**config.mk**
```make
export PLATFORM = sky130hd
export DESIGN_NAME = ecpa_point_add
export DESIGN_NICKNAME = d
export VERILOG_FILES = /design/src/rtl/ecpa_pkg.sv /design/src/rtl/ecpa_classify.sv /design/src/rtl/ecpa_ctrl.sv /design/src/rtl/ecpa_dpath.sv /design/src/rtl/ecpa_point_add.sv
export SDC_FILE = /design/constraint.sdc
export NUM_CORES = 1
export LEC_CHECK = 0
export BUFFER_PORTS_ARGS = -buffer_cell sky130_fd_sc_hd__buf_2
export CORE_MARGIN = 3
export CORE_UTILIZATION = 43
export CTS_CLUSTER_SIZE = 8
export DETAILED_ROUTE_END_ITERATION = 16
export GPL_TIMING_DRIVEN = 0
export PLACE_DENSITY_LB_ADDON = 0.1
export SLEW_MARGIN = 15
export SYNTH_ARGS = -nofsm -noshare
export SYNTH_HDL_FRONTEND = slang
export SYNTH_HIERARCHICAL = 1
export SYNTH_SLANG_ARGS = --single-unit
```
**constraint.sdc**
```tcl
create_clock -name clk -period 3.95 [get_ports clk]
set_clock_uncertainty 0.1 [all_clocks]
set_input_delay 0.395 -clock clk [delete_from_list [all_inputs] [get_ports clk]]
set_output_delay 0.395 -clock clk [all_outputs]
set_load 0.1 [all_outputs]
```
**src/rtl/ecpa_pkg.sv**
```systemverilog
package ecpa_pkg;

   // operand classification produced before any field unit is used
   typedef enum logic [2:0] {
      PK_GEN  = 3'd0,   // distinct x: full chord addition
      PK_RETP = 3'd1,   // Q is infinity: result is P
      PK_RETQ = 3'd2,   // P is infinity: result is Q
      PK_INF  = 3'd3,   // same x, not doubling: result is infinity
      PK_ERR  = 3'd4    // equal points: doubling required
   } pa_kind_e;

   typedef enum logic [2:0] {
      ST_IDLE   = 3'd0,
      ST_SETTLE = 3'd1,
      ST_DECIDE = 3'd2,
      ST_INV    = 3'd3,
      ST_LAM    = 3'd4,
      ST_SQR    = 3'd5,
      ST_YMUL   = 3'd6
   } pa_state_e;

endpackage

```
**src/rtl/ecpa_classify.sv**
```systemverilog
module ecpa_classify
   import ecpa_pkg::*;
#(
   parameter int FW      = 7,
   parameter int REG_OUT = 0
) (
   input  logic          clk,
   input  logic          rst_n,
   input  logic [FW-1:0] px,
   input  logic [FW-1:0] py,
   input  logic          pinf,
   input  logic [FW-1:0] qx,
   input  logic [FW-1:0] qy,
   input  logic          qinf,
   output pa_kind_e      kind
);

   pa_kind_e kind_c;

   // priority: infinity operands, then distinct x, then negation, then equality
   always_comb begin
      if (pinf)
         kind_c = PK_RETQ;
      else if (qinf)
         kind_c = PK_RETP;
      else if (px != qx)
         kind_c = PK_GEN;
      else if (qy == (py ^ px))
         kind_c = PK_INF;
      else if (qy == py)
         kind_c = PK_ERR;
      else
         kind_c = PK_INF;
   end

   generate
      if (REG_OUT != 0) begin : g_reg
         pa_kind_e kind_q;
         always_ff @(posedge clk or negedge rst_n) begin
            if (!rst_n)
               kind_q <= PK_GEN;
            else
               kind_q <= kind_c;
         end
         assign kind = kind_q;
      end else begin : g_comb
         assign kind = kind_c;
      end
   endgenerate

endmodule

```
**src/rtl/ecpa_ctrl.sv**
```systemverilog
module ecpa_ctrl
   import ecpa_pkg::*;
#(
   parameter int SETTLE = 0
) (
   input  logic      clk,
   input  logic      rst_n,
   input  logic      start,
   input  pa_kind_e  kind,
   input  logic      inv_done,
   input  logic      mul_done,
   output pa_state_e state,
   output logic      cap_en,
   output logic      ld_inv,
   output logic      ld_lam,
   output logic      ld_xr,
   output logic      fin,
   output logic      inv_start,
   output logic      mul_start
);

   pa_state_e st_q, st_d;
   logic      go_inv, go_mul;

   always_comb begin
      st_d   = st_q;
      cap_en = 1'b0;
      ld_inv = 1'b0;
      ld_lam = 1'b0;
      ld_xr  = 1'b0;
      fin    = 1'b0;
      go_inv = 1'b0;
      go_mul = 1'b0;
      case (st_q)
         ST_IDLE: begin
            if (start) begin
               cap_en = 1'b1;
               st_d   = (SETTLE != 0) ? ST_SETTLE : ST_DECIDE;
            end
         end
         ST_SETTLE: st_d = ST_DECIDE;
         ST_DECIDE: begin
            if (kind == PK_GEN) begin
               go_inv = 1'b1;
               st_d   = ST_INV;
            end else begin
               fin  = 1'b1;
               st_d = ST_IDLE;
            end
         end
         ST_INV: begin
            if (inv_done) begin
               ld_inv = 1'b1;
               go_mul = 1'b1;
               st_d   = ST_LAM;
            end
         end
         ST_LAM: begin
            if (mul_done) begin
               ld_lam = 1'b1;
               go_mul = 1'b1;
               st_d   = ST_SQR;
            end
         end
         ST_SQR: begin
            if (mul_done) begin
               ld_xr  = 1'b1;
               go_mul = 1'b1;
               st_d   = ST_YMUL;
            end
         end
         ST_YMUL: begin
            if (mul_done) begin
               fin  = 1'b1;
               st_d = ST_IDLE;
            end
         end
         default: st_d = ST_IDLE;
      endcase
   end

   always_ff @(posedge clk or negedge rst_n) begin
      if (!rst_n) begin
         st_q      <= ST_IDLE;
         inv_start <= 1'b0;
         mul_start <= 1'b0;
      end else begin
         st_q      <= st_d;
         inv_start <= go_inv;
         mul_start <= go_mul;
      end
   end

   assign state = st_q;

   AST_MUL_PULSE: assert property (@(posedge clk) disable iff (!rst_n)
      mul_start |=> !mul_start);
   AST_INV_PULSE: assert property (@(posedge clk) disable iff (!rst_n)
      inv_start |=> !inv_start);
   AST_ONE_UNIT: assert property (@(posedge clk) disable iff (!rst_n)
      !(inv_start && mul_start));
   AST_MUL_AFTER_INV: assert property (@(posedge clk) disable iff (!rst_n)
      (mul_start && state == ST_LAM) |-> $past(inv_done));

endmodule

```
**src/rtl/ecpa_dpath.sv**
```systemverilog
module ecpa_dpath
   import ecpa_pkg::*;
#(
   parameter int FW = 7
) (
   input  logic          clk,
   input  logic          rst_n,
   input  logic          cap_en,
   input  logic [FW-1:0] p_x,
   input  logic [FW-1:0] p_y,
   input  logic          p_inf,
   input  logic [FW-1:0] q_x,
   input  logic [FW-1:0] q_y,
   input  logic          q_inf,
   input  logic [FW-1:0] curve_a2,
   input  pa_state_e     state,
   input  pa_kind_e      kind,
   input  logic          ld_inv,
   input  logic          ld_lam,
   input  logic          ld_xr,
   input  logic          fin,
   input  logic [FW-1:0] inv_res,
   input  logic [FW-1:0] mul_res,
   output logic [FW-1:0] cp_x,
   output logic [FW-1:0] cp_y,
   output logic          cp_inf,
   output logic [FW-1:0] cq_x,
   output logic [FW-1:0] cq_y,
   output logic          cq_inf,
   output logic [FW-1:0] inv_op,
   output logic [FW-1:0] mul_a,
   output logic [FW-1:0] mul_b,
   output logic [FW-1:0] r_x,
   output logic [FW-1:0] r_y,
   output logic          r_inf,
   output logic          r_err,
   output logic          done
);

   localparam logic [FW-1:0] ZERO = '0;

   logic [FW-1:0] ca2, tinv, lam, xr;
   logic [FW-1:0] dx, dy;
   logic          mul_wait;

   // field additions are plain XOR
   assign dx     = cp_x ^ cq_x;
   assign dy     = cp_y ^ cq_y;
   assign inv_op = dx;

   always_ff @(posedge clk or negedge rst_n) begin
      if (!rst_n) begin
         cp_x <= ZERO; cp_y <= ZERO; cp_inf <= 1'b0;
         cq_x <= ZERO; cq_y <= ZERO; cq_inf <= 1'b0;
         ca2  <= ZERO;
      end else if (cap_en) begin
         cp_x <= p_x; cp_y <= p_y; cp_inf <= p_inf;
         cq_x <= q_x; cq_y <= q_y; cq_inf <= q_inf;
         ca2  <= curve_a2;
      end
   end

   always_ff @(posedge clk or negedge rst_n) begin
      if (!rst_n) begin
         tinv <= ZERO;
         lam  <= ZERO;
         xr   <= ZERO;
      end else begin
         if (ld_inv) tinv <= inv_res;
         if (ld_lam) lam  <= mul_res;
         if (ld_xr)  xr   <= mul_res ^ lam ^ dx ^ ca2;
      end
   end

   // operand steering for the shared multiplier
   always_comb begin
      mul_a = ZERO;
      mul_b = ZERO;
      case (state)
         ST_LAM:  begin mul_a = dy;  mul_b = tinv;      end
         ST_SQR:  begin mul_a = lam; mul_b = lam;       end
         ST_YMUL: begin mul_a = lam; mul_b = cp_x ^ xr; end
         default: ;
      endcase
   end

   assign mul_wait = (state == ST_LAM) || (state == ST_SQR) || (state == ST_YMUL);

   always_ff @(posedge clk or negedge rst_n) begin
      if (!rst_n) begin
         r_x   <= ZERO;
         r_y   <= ZERO;
         r_inf <= 1'b0;
         r_err <= 1'b0;
         done  <= 1'b0;
      end else begin
         done <= fin;
         if (fin) begin
            case (kind)
               PK_GEN: begin
                  r_x <= xr; r_y <= mul_res ^ xr ^ cp_y;
                  r_inf <= 1'b0; r_err <= 1'b0;
               end
               PK_RETP: begin
                  r_x <= cp_inf ? ZERO : cp_x; r_y <= cp_inf ? ZERO : cp_y;
                  r_inf <= cp_inf; r_err <= 1'b0;
               end
               PK_RETQ: begin
                  r_x <= cq_inf ? ZERO : cq_x; r_y <= cq_inf ? ZERO : cq_y;
                  r_inf <= cq_inf; r_err <= 1'b0;
               end
               PK_ERR: begin
                  r_x <= ZERO; r_y <= ZERO; r_inf <= 1'b0; r_err <= 1'b1;
               end
               default: begin
                  r_x <= ZERO; r_y <= ZERO; r_inf <= 1'b1; r_err <= 1'b0;
               end
            endcase
         end
      end
   end

   AST_DONE_PULSE: assert property (@(posedge clk) disable iff (!rst_n)
      done |=> !done);
   AST_HOLD_RESULT: assert property (@(posedge clk) disable iff (!rst_n)
      !done |-> ($stable(r_x) && $stable(r_y) && $stable(r_inf)));
   AST_INF_ZERO: assert property (@(posedge clk) disable iff (!rst_n)
      r_inf |-> (r_x == ZERO && r_y == ZERO));
   AST_ERR_EXCL: assert property (@(posedge clk) disable iff (!rst_n)
      r_err |-> !r_inf);
   AST_OPS_HELD: assert property (@(posedge clk) disable iff (!rst_n)
      (mul_wait && $stable(state)) |-> ($stable(mul_a) && $stable(mul_b)));
   AST_INV_HELD: assert property (@(posedge clk) disable iff (!rst_n)
      (state == ST_INV) |-> $stable(inv_op));

endmodule

```
**src/rtl/ecpa_point_add.sv**
```systemverilog
module ecpa_point_add
   import ecpa_pkg::*;
#(
   parameter int FW         = 7,
   parameter int SETTLE_REG = 0
) (
   input  logic          clk,
   input  logic          rst_n,
   input  logic          start,
   input  logic [FW-1:0] p_x,
   input  logic [FW-1:0] p_y,
   input  logic          p_inf,
   input  logic [FW-1:0] q_x,
   input  logic [FW-1:0] q_y,
   input  logic          q_inf,
   input  logic [FW-1:0] curve_a2,
   output logic [FW-1:0] r_x,
   output logic [FW-1:0] r_y,
   output logic          r_inf,
   output logic          r_err,
   output logic          done,
   output logic          mul_start,
   output logic [FW-1:0] mul_a,
   output logic [FW-1:0] mul_b,
   input  logic          mul_done,
   input  logic [FW-1:0] mul_res,
   output logic          inv_start,
   output logic [FW-1:0] inv_op,
   input  logic          inv_done,
   input  logic [FW-1:0] inv_res
);

   generate
      if (FW < 2 || FW > 64) begin : g_bad_fw
         $error("ecpa_point_add: FW must lie in 2..64");
      end
      if (SETTLE_REG != 0 && SETTLE_REG != 1) begin : g_bad_settle
         $error("ecpa_point_add: SETTLE_REG must be 0 or 1");
      end
   endgenerate

   pa_kind_e      kind;
   pa_state_e     state;
   logic          cap_en, ld_inv, ld_lam, ld_xr, fin;
   logic [FW-1:0] cp_x, cp_y, cq_x, cq_y;
   logic          cp_inf, cq_inf;

   ecpa_ctrl #(.SETTLE(SETTLE_REG)) u_ctrl (
      .clk       (clk),
      .rst_n     (rst_n),
      .start     (start),
      .kind      (kind),
      .inv_done  (inv_done),
      .mul_done  (mul_done),
      .state     (state),
      .cap_en    (cap_en),
      .ld_inv    (ld_inv),
      .ld_lam    (ld_lam),
      .ld_xr     (ld_xr),
      .fin       (fin),
      .inv_start (inv_start),
      .mul_start (mul_start)
   );

   ecpa_classify #(.FW(FW), .REG_OUT(SETTLE_REG)) u_class (
      .clk   (clk),
      .rst_n (rst_n),
      .px    (cp_x),
      .py    (cp_y),
      .pinf  (cp_inf),
      .qx    (cq_x),
      .qy    (cq_y),
      .qinf  (cq_inf),
      .kind  (kind)
   );

   ecpa_dpath #(.FW(FW)) u_dpath (
      .clk      (clk),
      .rst_n    (rst_n),
      .cap_en   (cap_en),
      .p_x      (p_x),
      .p_y      (p_y),
      .p_inf    (p_inf),
      .q_x      (q_x),
      .q_y      (q_y),
      .q_inf    (q_inf),
      .curve_a2 (curve_a2),
      .state    (state),
      .kind     (kind),
      .ld_inv   (ld_inv),
      .ld_lam   (ld_lam),
      .ld_xr    (ld_xr),
      .fin      (fin),
      .inv_res  (inv_res),
      .mul_res  (mul_res),
      .cp_x     (cp_x),
      .cp_y     (cp_y),
      .cp_inf   (cp_inf),
      .cq_x     (cq_x),
      .cq_y     (cq_y),
      .cq_inf   (cq_inf),
      .inv_op   (inv_op),
      .mul_a    (mul_a),
      .mul_b    (mul_b),
      .r_x      (r_x),
      .r_y      (r_y),
      .r_inf    (r_inf),
      .r_err    (r_err),
      .done     (done)
   );

   AST_INV_NONZERO: assert property (@(posedge clk) disable iff (!rst_n)
      inv_start |-> (inv_op != '0));

endmodule

```
# Word-level counts from Yosys, hierarchy flattened
# Cells that the tools add are included.
[totals] ff_bits=80 output_inout_bits=40 word_cells=84
[classes] bitwise_logic=9 n_reduce_logical=6 n_eq_ne=17 mux=34
[ops] op="$pmux 7 s3" n=3
[ops] op="$xor 7x7->7" n=9
[ops] op="$mux 3" n=10
[ops] op="$mux 7" n=4
[ops] op="$pmux 3 s7" n=1
[ops] op="$eq 7x7->1" n=2
[ops] op="$pmux 7 s2" n=1
[ops] op="$eq 3x3->1 const B" n=4
[ops] op="$mux 1" n=11
[ops] op="$ne 2x2->1 const B" n=5
[ops] op="$eq 3x2->1 const B" n=3
[ops] op="$ne 7x7->1" n=1
[ops] op="$eq 3x1->1 const B" n=2
[ops] op="$logic_not 3->1" n=2
[ops] op="$reduce_or 2->1" n=3
[ops] op="$reduce_and 5->1" n=1
[ops] op="$pmux 1 s2" n=2
[ops] op="$pmux 1 s3" n=1
[ops] op="$mux 2" n=1

# Logic depth before layout (Yosys ltp)
# Gate-level depths: netlist of run 1.
[logic_depth] word_depth=9 ltp_mapped=10 mapped_depth_nobuf=9

# Cells and area by module
# Netlist of run 1, hierarchy kept.
[modules_own_cells] mod="ecpa_dpath" area_each_um2=3978.8 instances=1 cells_each=344
[modules_own_cells] mod="ecpa_ctrl" area_each_um2=332.8 instances=1 cells_each=36
[modules_own_cells] mod="ecpa_classify" area_each_um2=324.1 instances=1 cells_each=35

# Worst setup path before layout of run 1
# OpenSTA, ideal clock, no wires.
[synth_path] path_type="register to output" startpoint="register u_ctrl.st_q[1] (netlist: u_ctrl/state[1])" endpoint="output port mul_b[3]" setup_slack_ns=0.298 t_required_ns=3.455 path_stages_with_launch=5 t_arrival_ns=3.157 n_path_buf=1 path_cell_list="dfrtp_1 buf_2 nor2_1 a211o_1 a21boi_0"
[synth_between] elab_chain_cells=2
[synth_rtl] item="start: declaration" line="ecpa_ctrl.sv:22" rtl="pa_state_e st_q, st_d;"
[synth_rtl] item="start signal: assignment" line="ecpa_ctrl.sv:88" rtl="st_q <= st_d;"
[synth_rtl] item="$eq 3x3->1"
[synth_rtl] item="$pmux 7 s3 (*)" line="ecpa_dpath.sv:79" rtl="case (state)"
[synth_rtl] item="end: declaration" line="ecpa_point_add.sv:24" rtl="output logic [FW-1:0] mul_b,"
# Mark *: on every way between the ends. The rest lies on a longest branch, timed or not.

# Final worst setup path of run 1
[layout_path] startpoint="register u_dpath.cp_x[3]" endpoint="register u_dpath.r_x[6]"
[layout_between] elab_chain_cells=9
[layout_rtl] item="start: declaration" line="ecpa_dpath.sv:24" rtl="output logic [FW-1:0] cp_x,"
[layout_rtl] item="start signal: assignment" line="ecpa_dpath.sv:57" rtl="cp_x <= p_x; cp_y <= p_y; cp_inf <= p_inf;"
[layout_rtl] item="$xor 7x7->7" line="ecpa_classify.sv:28" rtl="else if (qy == (py ^ px))"
[layout_rtl] item="$eq 7x7->1" line="ecpa_classify.sv:28"
[layout_rtl] item="$mux 3" line="ecpa_classify.sv:28"
[layout_rtl] item="$mux 3 (*)" line="ecpa_classify.sv:26" rtl="else if (px != qx)"
[layout_rtl] item="$mux 3 (*)" line="ecpa_classify.sv:24" rtl="else if (qinf)"
[layout_rtl] item="$mux 3 (*)" line="ecpa_classify.sv:22" rtl="if (pinf)"
[layout_rtl] item="net kind[1]" line="ecpa_point_add.sv:42" rtl="pa_kind_e kind;"
[layout_rtl] item="$logic_not 3->1 (*)" line="ecpa_ctrl.sv:43" rtl="if (kind == PK_GEN) begin"
[layout_rtl] item="$mux 1 (*)" line="ecpa_ctrl.sv:43"
[layout_rtl] item="$pmux 1 s2 (*)" line="ecpa_ctrl.sv:34" rtl="case (st_q)"
[layout_rtl] item="net fin" line="ecpa_point_add.sv:44" rtl="logic cap_en, ld_inv, ld_lam, ld_xr, fin;"
[layout_rtl] item="end signal: assignment" line="ecpa_dpath.sv:101" rtl="r_x <= xr; r_y <= mul_res ^ xr ^ cp_y;"
[layout_rtl] item="end signal: assignment" line="ecpa_dpath.sv:105" rtl="r_x <= cp_inf ? ZERO : cp_x; r_y <= cp_inf ? ZERO : cp_y;"
[layout_rtl] item="end signal: assignment" line="ecpa_dpath.sv:109" rtl="r_x <= cq_inf ? ZERO : cq_x; r_y <= cq_inf ? ZERO : cq_y;"
[layout_rtl] item="end: declaration" line="ecpa_dpath.sv:33" rtl="output logic [FW-1:0] r_x,"
# The timed path passes the listed nets; every way through them passes the cells marked *.
# A chain may end at the register's enable or synchronous reset.

==> run summary, run 1 <==
synthesized flop and latch total: 80
post-synth top area cell: dfrtp_1
Clock Sinks: 80
final instance area: 0.00556 mm²
nets: 581
initial core utilization: 44.5%
Seq/Total Area, Yosys: 43.2%
proportion of synthesized area in mux cells: 15.7%
worst-path cell chain: xnor3_1 -> nand4b_1 -> or4_4 -> a31oi_2 -> or4_1 -> and4b_1 -> buf_2 -> nand3b_1 -> buf_4 -> o22ai_1
Post-synth top cells: dfrtp_1, mux2_2, xnor2_1
Hold Startpoint: inv_res[4]
compound-gate portion of the synthesized area: 11.0%
syn nets: 471
Hold Crit Class: in2reg
MaxCap Viol Count: 0
gr usage total: 21.4%
Die W: 110 µm
nature of the critical path endpoint: register
CP max stage cell: or4_4
RD Place Congestion: 0.802
drt wl/cell: 18.2 µm
number of flops mapped to enable cells by yosys: 0
Syn Area/Cell: 11.2 µm²
DP HPWL: 9.24 mm
setup violators final: 0
top_reg_cell synth: dfrtp_1
GRT overflow: 0
ys async rst share: 100%
initial antenna violation count: 0
CTS Buf Count: 9
Clock Latency Late Sink: 0.36 ns
Synth area leaders: dfrtp_1, mux2_2, xnor2_1
DRC: 0
Max Transition Viols Final: 0
Gate Count Post-Synth: 415
CP startpoint: u_dpath/cp_x[3]$_DFFE_PN0P_
largest family of logic cells by synthesized area: multiplexers
Critical R2R Launch: u_dpath/cp_x[3]$_DFFE_PN0P_
yosys warns: 6
max incr delay on CP: 0.60 ns
Synth Cell Area: 0.00464 mm²
I/O pin count: 96
CTS max path bufs: 2
Vias/cell: 5.27
Post-Route WL: 12.1 mm
wire length on met3: 785 µm
die area: 0.0121 mm²
status: complete, no violations
root buffer cell: clkbuf_8
worst setup path class: reg2reg
fmax: 271 MHz
worst r2r path cells: 10
met2 WL: 5.81 mm
Max-slew headroom: 54.0%
xor and xnor area share after synthesis: 15.2%
vias in the first global route: 3672
count leader, synth: dfrtp_1
H-Tree Depth: 3
Post-Synth Adder-Cell Area: 0%
min cycle time layout: 3.69 ns
final hold vios: 0
CP Max Fanout: 10
CP arrival: 3.86 ns
clock transition at the registers of the reported paths: 0.08 ns
WL met1: 5.35 mm
Core Box Area: 0.0104 mm²
Area after DPL: 0.00531 mm²
Row Count: 37
Tcrit/Tclk final: 93.4%
I/O Buffers: 95
remaining antenna violation count: 0
type of origin of the critical path: register
final core occ: 53.4%
Total Neg Setup Slack: 0 ns
Area Overhead vs Synth: 20.0%
Synth Area in Simple Gates: 10.4%
Hold Path Cell Cnt: 2
pin count of the biggest net entering global routing: 58
Synth top area share: 43.2%
worst-margin pin slew: 0.684 ns
RSZ-0062 raised after global routing: no
Setup WS post-layout: 0.261 ns
worst slack at placement: 0.0493 ns
layout cells sized above 1: 37.0%
Top Metal Used: met4
TritonCTS clock tree: built
number of detailed-route iterations in the first pass: 4
post-synth cell types: 48
first-pass GRT wire length: 19.4 mm
Die H: 110 µm
WP data required: 4.12 ns
drt first-iter violations: 158
DR vias: 3510
# diodes: 0
==> metal layers <==
layer  up-vias  global-route usage [%]
li1       1675                       -
met1      1715                    27.8
met2       105                    35.1
met3        15                    5.34
met4         0                    6.59
met5         -                       0
==> area by class of cell <==
type | count | area [µm²]
plain buffers | 23 | 135
clock buffers | 14 | 183
clock inverters | 2 | 35.0
fillers | 978 | 4850
inverters | 19 | 71.3
multi-input cells | 293 | 2430
flip-flops and latches | 80 | 2000
well taps | 136 | 170
repair buffers | 99 | 531
==> final timing paths <==
path                                               end  slack (ns)
max in group asynchronous   u_dpath/lam[3]$_DFFE_PN0P_        2.77
max                         u_dpath/r_x[6]$_DFFE_PN0P_        0.26
min in group asynchronous  u_ctrl/state[1]$_DFFE_PN0P_        0.38
min                        u_dpath/tinv[4]$_DFFE_PN0P_        0.16
min reg2reg                u_dpath/tinv[2]$_DFFE_PN0P_        0.42
max reg2reg                 u_dpath/r_x[6]$_DFFE_PN0P_        0.26
==> timing repair <==
item                                    4_1_cts  5_1_grt
buffers inserted                              0        2
hold endpoints to repair                     23        0
hold buffers                                  1        0
gates resized for setup                       0        2
endpoints found under the setup margin        0       12
==> cells by family after synthesis <==
| group | after synthesis |
|---|---|
| buffers and inverters | 42 |
| AND/OR/NAND/NOR | 75 |
| flip-flops | 80 |
| multiplexers | 66 |
| XOR/XNOR | 76 |
| AO/OA/AOI/OAI | 76 |
==> stage by stage <==
stage	std cells	hold WS [ns]
final	666	0.163
after CTS	664	0.149
after floorplan	415	-0.000591
after global routing	666	0.144
after detailed placement	647	0.223
after global placement	646	0.399
==> cell usage in the layout (no fill, tap or decap), types with 12 or more instances in the layout <==
cell	instances
a22oi_1	14
nand2_1	18
buf_2	105
o21ai_0	13
nor2_1	12
mux2i_1	14
inv_1	19
clkbuf_8	13
mux2_2	51
xnor2_1	38
xor2_1	35
dfrtp_1	80
==> critical path, delay by kind of cell (launching register included) <==
kind	cells	cell delay (ns)
compound gates	2	0.57
xor+xnor	1	0.41
buf+inv	2	0.52
flops	1	0.50
simple gates	5	1.50
Power of run 1 is not shown: default switching activity piles up to over one toggle a cycle in this logic, so the estimate is an artifact.
==> run 2: changes to the inputs <==
--- a/config.mk
+++ b/config.mk
@@ -5,6 +5,7 @@
 export SDC_FILE = /design/constraint.sdc
 export NUM_CORES = 1
 export LEC_CHECK = 0
+export ABC_CLOCK_PERIOD_IN_PS = 3950
 export BUFFER_PORTS_ARGS = -buffer_cell sky130_fd_sc_hd__buf_2
 export CORE_MARGIN = 3
 export CORE_UTILIZATION = 43
@@ -15,5 +16,4 @@
 export SLEW_MARGIN = 15
 export SYNTH_ARGS = -nofsm -noshare
 export SYNTH_HDL_FRONTEND = slang
-export SYNTH_HIERARCHICAL = 1
 export SYNTH_SLANG_ARGS = --single-unit
==> run summary, run 2 <==
RSZ-0062 raised after global routing: no
TritonCTS clock tree: built
# diodes: 0
pin count of the biggest net entering global routing: 49
nature of the critical path endpoint: primary output
nets: 544
setup violators final: 0
drt first-iter violations: 206
final core occ: 54.7%
fmax: 323 MHz
synthesized flop and latch total: 80
Hold Crit Class: in2reg
Vias/cell: 5.32
WP data required: 3.45 ns
Syn Area/Cell: 11.3 µm²
CTS Buf Count: 9
Gate Count Post-Synth: 380
status: complete, no violations
Non-Filler Instances: 622
syn nets: 436
DRC: 0
I/O pin count: 96
Post-synth top cells: dfrtp_1, mux2_2, xnor2_1
worst setup path class: reg2out
root buffer cell: clkbuf_8
Clock Sinks: 80
H-Tree Depth: 3
Setup WS post-layout: 0.852 ns
type of origin of the critical path: register
die area: 0.0112 mm²
number of detailed-route iterations in the first pass: 6
Seq/Total Area, Yosys: 46.7%
PostCTS Resize Cnt: 0
RD Place Congestion: 0.860
final hold vios: 0
Synth top area share: 46.7%
min cycle time layout: 3.10 ns
CTS max path bufs: 2
top_reg_cell synth: dfrtp_1
Core Box Area: 0.00946 mm²
initial antenna violation count: 0
MaxCap Viol Count: 0
Die W: 106 µm
Multi-input gate area: 0.00217 mm²
drt wl/cell: 17.4 µm
Post-Route WL: 10.8 mm
first-pass GRT wire length: 17.4 mm
Max Transition Viols Final: 0
I/O Buffers: 95
Synth area leaders: dfrtp_1, mux2_2, xnor2_1
Tcrit/Tclk final: 78.4%
vias in the first global route: 3337
clock transition at the registers of the reported paths: 0.09 ns
ys async rst share: 100%
DR vias: 3311
Synth Cell Area: 0.00429 mm²
Row Count: 35
Area Overhead vs Synth: 20.6%
initial core utilization: 45.4%
fillcell total: 887
yosys warns: 0
Die H: 106 µm
most frequent cells in the layout: buf_2, dfrtp_1, mux2_2
number of flops mapped to enable cells by yosys: 0
Reg area: 0.00200 mm²
DP HPWL: 8.36 mm
post-synth top area cell: dfrtp_1
worst-margin pin slew: 1.12 ns
Max-slew headroom: 24.9%
worst slack at placement: 1.28 ns
CP arrival: 2.60 ns
remaining antenna violation count: 0
count leader, synth: dfrtp_1
Clock Latency Late Sink: 0.36 ns
layout cells sized above 1: 40.4%
post-synth cell types: 41
Inst Count DP: 605
Total Neg Setup Slack: 0 ns
commonest non-fill, non-tap cell in the layout: buf_2
GRT overflow: 0
gr usage total: 20.0%
CP Max Fanout: 10
run 2: changes by cell type in the layout (fill, tap and decap cells not counted), sizes merged, moves of 5 or more:
cell    before  now
a21boi       7    1
xor2        35   15
a22oi       14    0
buf        116  104
xnor2       38   47
o22ai       11    0
a211o        7    0
mux2i       14    6
and2         7   12
nand2       18   39
inv         19    6
o21ai       21   45
nor2b       10    4
a222oi       0   14
run 2: metal layers:
metal	up-vias	GRT usage [%]	routed length, µm
met5	-	0	0
met4	0	5.83	138
met3	14	3.61	503
met2	89	33.2	5330
met1	1650	26.9	4830
li1	1558	-	-
run 2: kinds of logic after synthesis:
kind of cell	synth area share, %
and+or+nand+nor	9.97
buffers and inverters	2.74
xor gates and xnor gates	13.7
AOI/OAI and AO/OA	12.1
muxes	14.8
DFF	46.7
run 2: area by class of cell:
class	count	area share [%]
buffer	18	1.84
clock buffer	11	2.93
timing repair buffer	97	9.96
multi-input combinational	276	42.0
tap	129	3.12
inverter	6	0.435
clock inverter	5	1.06
sequential	80	38.7
run 2: worst max-delay path, stage by stage, from the launching register on:
cell and delay [ns]:
dfrtp_1 0.41, clkbuf_1 0.33, inv_1 0.20, nor2_1 0.47, nand2_1 0.16, o21ai_0 0.11
and2_1 0.15, buf_2 0.42
run 2: what timing repair did:
item | CTS | global route
hold endpoints to repair | 32 | 0
setup buffers | 0 | 0
hold buffers | 1 | 0
run 2: final timing paths:
kind	startpoint	to	slack, ns	depth (start not counted)
worst max-delay path	u_ctrl.state[0]$_DFFE_PN0P_	mul_a[0]	0.85	7
worst min-delay path	p_y[0]	u_dpath.cp_y[0]$_DFFE_PN0P_	0.16	2
worst max register to register	u_dpath.cp_x[3]$_DFFE_PN0P_	u_dpath.r_x[6]$_DFFE_PN0P_	1.66	6
worst min register to register	u_dpath.r_y[6]$_DFFE_PN0P_	u_dpath.r_y[6]$_DFFE_PN0P_	0.38	2
max in group asynchronous	rst_n	u_dpath.r_x[5]$_DFFE_PN0P_	2.73	3
min in group asynchronous	rst_n	u_dpath.done$_DFF_PN0_	0.42	2
run 2: stage by stage:
| stage | hold slack (ns) | cell area, µm² |
|---|---|---|
| floorplan | -0.000591 | 4290 |
| global placement | 0.364 | 4930 |
| detailed placement | 0.281 | 4960 |
| CTS | 0.155 | 5170 |
| global route | 0.160 | 5170 |
| finish | 0.164 | 5170 |
Power of run 2 is left out for the same reason.
